<file path="src/rtl/tbase_pkg.sv">
package tbase_pkg;
  parameter int unsigned TB_W   = 64;
  parameter int unsigned WORD_W = 32;
  parameter int unsigned ADDR_W = 2;
  parameter int unsigned DIV    = 4;
  localparam int unsigned NW    = TB_W / WORD_W;

  typedef struct packed {
    logic [NW-1:0] wr_sel;
    logic          priv_err;
  } acc_dec_t;
endpackage

</file>
<file path="src/rtl/tbase_prescale.sv">
module tbase_prescale #(
  parameter int unsigned DIV = 4
) (
  input  logic clk_i,
  input  logic rst_ni,
  input  logic en_i,
  input  logic clr_i,
  output logic tick_o
);
  localparam int unsigned CW = (DIV > 2) ? $clog2(DIV) : 1;
  localparam logic [CW-1:0] LAST = CW'(DIV - 1);

  logic [CW-1:0] cnt_q;

  always_ff @(posedge clk_i or negedge rst_ni) begin
    if (!rst_ni)          cnt_q <= '0;
    else if (clr_i)       cnt_q <= '0;
    else if (en_i) begin
      if (cnt_q == LAST)  cnt_q <= '0;
      else                cnt_q <= cnt_q + 1'b1;
    end
  end

  // a clear suppresses a tick in the same cycle
  assign tick_o = en_i && !clr_i && (cnt_q == LAST);
endmodule

</file>
<file path="src/rtl/tbase_words.sv">
module tbase_words #(
  parameter int unsigned WORD_W = 32,
  parameter int unsigned NW     = 2
) (
  input  logic                 clk_i,
  input  logic                 rst_ni,
  input  logic                 inc_i,
  input  logic [NW-1:0]        wr_sel_i,
  input  logic [WORD_W-1:0]    wdata_i,
  output logic [NW*WORD_W-1:0] count_o
);
  logic [NW:0] carry;
  assign carry[0] = inc_i;

  for (genvar g = 0; g < NW; g++) begin : g_word
    logic [WORD_W-1:0] word_q;

    always_ff @(posedge clk_i or negedge rst_ni) begin
      if (!rst_ni)          word_q <= '0;
      else if (wr_sel_i[g]) word_q <= wdata_i;
      else if (carry[g])    word_q <= word_q + 1'b1;
    end

    assign carry[g+1] = carry[g] && (&word_q);
    assign count_o[g*WORD_W +: WORD_W] = word_q;
  end
endmodule

</file>
<file path="src/rtl/tbase_regif.sv">
module tbase_regif
  import tbase_pkg::*;
#(
  parameter int unsigned WORD_W = 32,
  parameter int unsigned ADDR_W = 2,
  parameter int unsigned NW     = 2
) (
  input  logic                 clk_i,
  input  logic                 rst_ni,
  input  logic [ADDR_W-1:0]    addr_i,
  input  logic                 rd_i,
  input  logic                 wr_i,
  input  logic                 sup_i,
  input  logic [NW*WORD_W-1:0] count_i,
  output acc_dec_t             dec_o,
  output logic [WORD_W-1:0]    rdata_o,
  output logic                 err_o
);
  logic              hit;
  logic [WORD_W-1:0] rd_mux;
  logic [WORD_W-1:0] rdata_q;
  logic              err_q;

  assign hit = ({{(32-ADDR_W){1'b0}}, addr_i} < NW);

  always_comb begin
    dec_o = '0;
    rd_mux = '0;
    for (int i = 0; i < NW; i++) begin
      if (hit && addr_i == ADDR_W'(i)) begin
        dec_o.wr_sel[i] = wr_i && sup_i;
        rd_mux          = count_i[i*WORD_W +: WORD_W];
      end
    end
    dec_o.priv_err = wr_i && !sup_i;
  end

  always_ff @(posedge clk_i or negedge rst_ni) begin
    if (!rst_ni) begin
      rdata_q <= '0;
      err_q   <= 1'b0;
    end else begin
      rdata_q <= rd_i ? rd_mux : '0;
      err_q   <= dec_o.priv_err;
    end
  end

  assign rdata_o = rdata_q;
  assign err_o   = err_q;
endmodule

</file>
<file path="src/rtl/time_base_ctr.sv">
module time_base_ctr
  import tbase_pkg::*;
(
  input  logic              clk_i,
  input  logic              rst_ni,
  input  logic              cnt_en_i,
  input  logic [ADDR_W-1:0] addr_i,
  input  logic              rd_i,
  input  logic              wr_i,
  input  logic              sup_i,
  input  logic [WORD_W-1:0] wdata_i,
  output logic [WORD_W-1:0] rdata_o,
  output logic              err_o
);
  acc_dec_t         dec;
  logic             tick;
  logic             any_wr;
  logic [TB_W-1:0]  count;

  assign any_wr = |dec.wr_sel;

  tbase_regif #(.WORD_W(WORD_W), .ADDR_W(ADDR_W), .NW(NW)) u_regif (
    .clk_i   (clk_i),
    .rst_ni  (rst_ni),
    .addr_i  (addr_i),
    .rd_i    (rd_i),
    .wr_i    (wr_i),
    .sup_i   (sup_i),
    .count_i (count),
    .dec_o   (dec),
    .rdata_o (rdata_o),
    .err_o   (err_o)
  );

  tbase_prescale #(.DIV(DIV)) u_pre (
    .clk_i  (clk_i),
    .rst_ni (rst_ni),
    .en_i   (cnt_en_i),
    .clr_i  (any_wr),
    .tick_o (tick)
  );

  tbase_words #(.WORD_W(WORD_W), .NW(NW)) u_words (
    .clk_i    (clk_i),
    .rst_ni   (rst_ni),
    .inc_i    (tick),
    .wr_sel_i (dec.wr_sel),
    .wdata_i  (wdata_i),
    .count_o  (count)
  );
endmodule

</file>
<file path="config.mk">
export PLATFORM = sky130hd
export DESIGN_NAME = time_base_ctr
export DESIGN_NICKNAME = d
export VERILOG_FILES = /design/src/rtl/tbase_pkg.sv /design/src/rtl/tbase_prescale.sv /design/src/rtl/tbase_words.sv /design/src/rtl/tbase_regif.sv /design/src/rtl/time_base_ctr.sv
export SDC_FILE = /design/constraint.sdc
export NUM_CORES = 1
export LEC_CHECK = 0
export CAP_MARGIN = 20
export CORE_MARGIN = 8
export CORE_UTILIZATION = 35
export CTS_CLUSTER_SIZE = 12
export DETAILED_ROUTE_END_ITERATION = 7
export DONT_BUFFER_PORTS = 1
export MAX_ROUTING_LAYER = met4
export PLACE_DENSITY = 0.6
export SYNTH_ARGS = -nofsm -noshare
export SYNTH_HDL_FRONTEND = slang
export SYNTH_SLANG_ARGS = --single-unit
</file>
<file path="constraint.sdc">
create_clock -name clk_i -period 6.7 [get_ports clk_i]
set_input_delay 0.335 -clock clk_i [delete_from_list [all_inputs] [get_ports clk_i]]
set_output_delay 0.335 -clock clk_i [all_outputs]
set_load 0.1 [all_outputs]
</file>
==> flow_metrics.py <==
metrics = {
    "global_routing": {
        "antenna_found_initial": 0,
        "gr-total-overflow": 0,
        "grt_first_pass_wirelength_mm": 29.0,
        "gr-usage-met3": 0.0426,
        "grt_pass1_vias": 4855,
        "grt.busiest_layer": "met2",
        "global_route.usage.met1": 0.227,
        "grt_start_max_net_pins": 100,
        "groute.usage.overall": 0.180,
        "gr-usage-met2": 0.275,
    },
    "detailed_routing": {
        "drt_iter0_drc": 562,
        "finalWirelength_mm": 18.4,
        "drt_pass1_iterations": 5,
        "detail_route.wl_per_cell_um": 21.8,
        "postRouteAntennaNets": 0,
        "viasPerCell": 6.01,
        "vias": 5078,
        "route.detailed.drc": 0,
    },
    "worst_setup_path": {
        "worstPathRequired_ps": 6950,
        "setup.worst_path.start_class": "register",
        "endpoint_kind": "register",
        "worst_ep_arrival_time_ps": 2820,
        "setup.reg_to_reg.worst_slack_ps": 4130,
        "timing_worst_setup_path_type": "reg2reg",
        "timing.critical_path.fanout_max": 10,
    },
    "power_and_ir_drop": {
        "power_per_cell_area_mw_per_mm2": 297,
        "power.leakage_nw": 2.57,
        "max-vdd-ir-drop_mv": 0.139,
    },
    "flow_run": {
        "drv_cap": 0,
    },
    "timing": {
        "rsz0062_at_grt": "no",
        "final_max_slew_viol_count": 0,
        "totalNegativeSetupSlack_ps": 0,
        "highest_clock_rate_mhz": 389,
        "finClkSkew_ps": 11.1,
        "finalSetupViolations": 0,
        "period_share": 0.383,
        "slew-limit-headroom": 0.403,
        "final_count_of_hold_timing_violations": 0,
        "finalWorstPathRequiredPeriod_ps": 2570,
        "worst-slew-pin-transition_ps": 896,
    },
    "floorplan": {
        "placementRows": 47,
        "placeable_core_region_mm2": 0.0164,
        "dieWidth_um": 145,
        "fp.dieArea_mm2": 0.0210,
        "die_h_um": 145,
        "floorplan.initialDensity": 0.355,
        "top_level_ports": 73,
    },
    "clock_network": {
        "insertion_delay_ps": 360,
        "cts-htree-levels": 3,
        "cts.hold.buffers_added": 2,
        "cts_tree": "done",
        "clock_sink_count": 99,
        "post_cts.resized_instances": 0,
        "clk_root_buffer_cell": "clkbuf_16",
        "cts-buffers-inserted": 9,
        "cts_setup_buffers": 0,
        "clkSlewWorstSetupHoldPaths_ps": 70,
        "ctsLongestPathBuffers": 2,
    },
    "place": {
        "gp_congestion": 0.882,
        "numPortBuffers": 0,
        "post-dp-hpwl_mm": 13.6,
        "dpl.cell_count": 826,
        "dpl_cell_area_mm2": 0.00595,
    },
    "logic_synthesis": {
        "dominant_combinational_cell_family_by_area_after_synthesis": "simple AND/OR/NAND/NOR gates",
        "synth-warning-count": 0,
        "synth_area_mm2": 0.00582,
        "synth_enable_flop_cells": 0,
        "synth_seq_area_share": 0.426,
        "synthesized_area_fraction_occupied_by_xor_and_xnor_cells": 0.00151,
        "synth_simple_gate_area_frac": 0.259,
        "synth_compound_gate_area_share": 0.154,
        "ys.flop_type": "dfrtp_1",
        "synthMuxAreaShare": 0.108,
        "synthesis.area_per_instance_um2": 9.17,
        "net_count_after_synthesis": 677,
        "synth.ff_latch_count": 99,
        "netlist-cell-type-count": 58,
        "synthArstFlopShare": 1.00,
        "synth_cells": 634,
        "synth_fa_ha_area_frac": 0.00645,
    },
    "outcome": {
        "run_status": "finished clean",
    },
    "cells_and_area": {
        "post-route-util": 0.383,
        "final_net_count": 663,
        "n_antenna_cell": 0,
        "most_frequent_cells_in_the_layout": "99 x dfrtp_1, 84 x nand2_1, 66 x nor2_1",
        "final.fill_count": 1621,
        "leading_cell_type_in_the_layout_fill_and_taps_excluded": "dfrtp_1",
        "areaGrowthSynthToFinish_pct": 8.07,
        "layout-drive-gt1-share": 0.0752,
        "fin_area_mm2": 0.00629,
        "final_cells": 845,
    },
    "worst_hold_path": {
        "hold_path_class": "in2reg",
    },
}
cells in the mapped netlist (all sizes together) (9+ instances only):
cell type  number  area share
a21o           13       0.017
a22oi          13       0.017
a31oi          10       0.011
and3           11       0.012
buf            10       0.012
clkbuf         23       0.018
dfrtp          99        0.43
inv            21       0.014
mux2i          57       0.098
nand2          84       0.054
nand3          35       0.032
nand4          24       0.035
nor2           67       0.043
nor3           12       0.013
nor4           14       0.022
o211ai         19       0.025
o21ai          33       0.028
o311ai         10       0.015
or3             9       0.011
registers in the layout, indices dropped and copies added, names as in the netlist:
signal                 count
u_regif.err_o              1
u_pre.cnt_q                2
u_regif.rdata_o           32
u_words.g_word.word_q     64
stage by stage:
stage               setup WS, ps  hold slack [ps]  power (W)
finish                      4130             45.0    0.00187
global route                3970             30.2    0.00196
detailed placement          4170             45.5    0.00135
global placement            4200             45.4    0.00133
floorplan                   4560             39.4    0.00123
CTS                         4150             31.3    0.00187
worst paths after layout:
kind                            cells past startpoint                            to                   startpoint
worst max-delay path                                6  u_words.g_word[1].word_q[26]  u_words.g_word[0].word_q[0]
worst min-delay path                                1                 u_regif.err_o                        sup_i
worst max register to register                      6  u_words.g_word[1].word_q[26]  u_words.g_word[0].word_q[0]
worst min register to register                      2   u_words.g_word[0].word_q[1]  u_words.g_word[0].word_q[1]
max in group asynchronous                           2  u_words.g_word[0].word_q[26]                       rst_ni
min in group asynchronous                           2   u_words.g_word[1].word_q[8]                       rst_ni
final cells by class:
class                           count  area (um^2)  area share
Sequential cell                    99         2480       0.394
Inverter                           21         78.8      0.0125
Clock buffer                       13          260      0.0414
Tap cell                          220          275      0.0438
Timing Repair Buffer                9         97.6      0.0155
Multi-Input combinational cell    480         3070       0.489
Clock inverter                      3         22.5     0.00358
routing by layer:
layer / vias to the layer above / wire length (um) / share of wire
met5: - / 0 / 0
met4: 0 / 616 / 0.033
met3: 39 / 1400 / 0.076
met2: 220 / 8510 / 0.46
met1: 2514 / 7900 / 0.43
li1: 2305 / - / -
worst max-delay path: stages (launching register included):
cell and delay [ps]:
dfrtp_1 420, ha_1 220, nand4_1 260, nor3_4 390, and4_1 600, mux2_2 400, a21o_1 170
report_power, final:
| part | total (W) | switching (W) | internal, W |
|---|---|---|---|
| Clock | 0.000505 | 0.000232 | 0.000273 |
| Combinational | 0.000306 | 0.000171 | 0.000135 |
| Sequential | 0.00105 | 0.000335 | 0.000719 |
cells by family after synthesis:
logic type / count (synthesis)
and+or+nand+nor: 284
AOI/OAI and AO/OA: 130
DFF: 99
muxes: 62
buffers and inverters: 55
adders and majority gates: 3
xor gates and xnor gates: 1
Power figures use the tool's default switching activity.
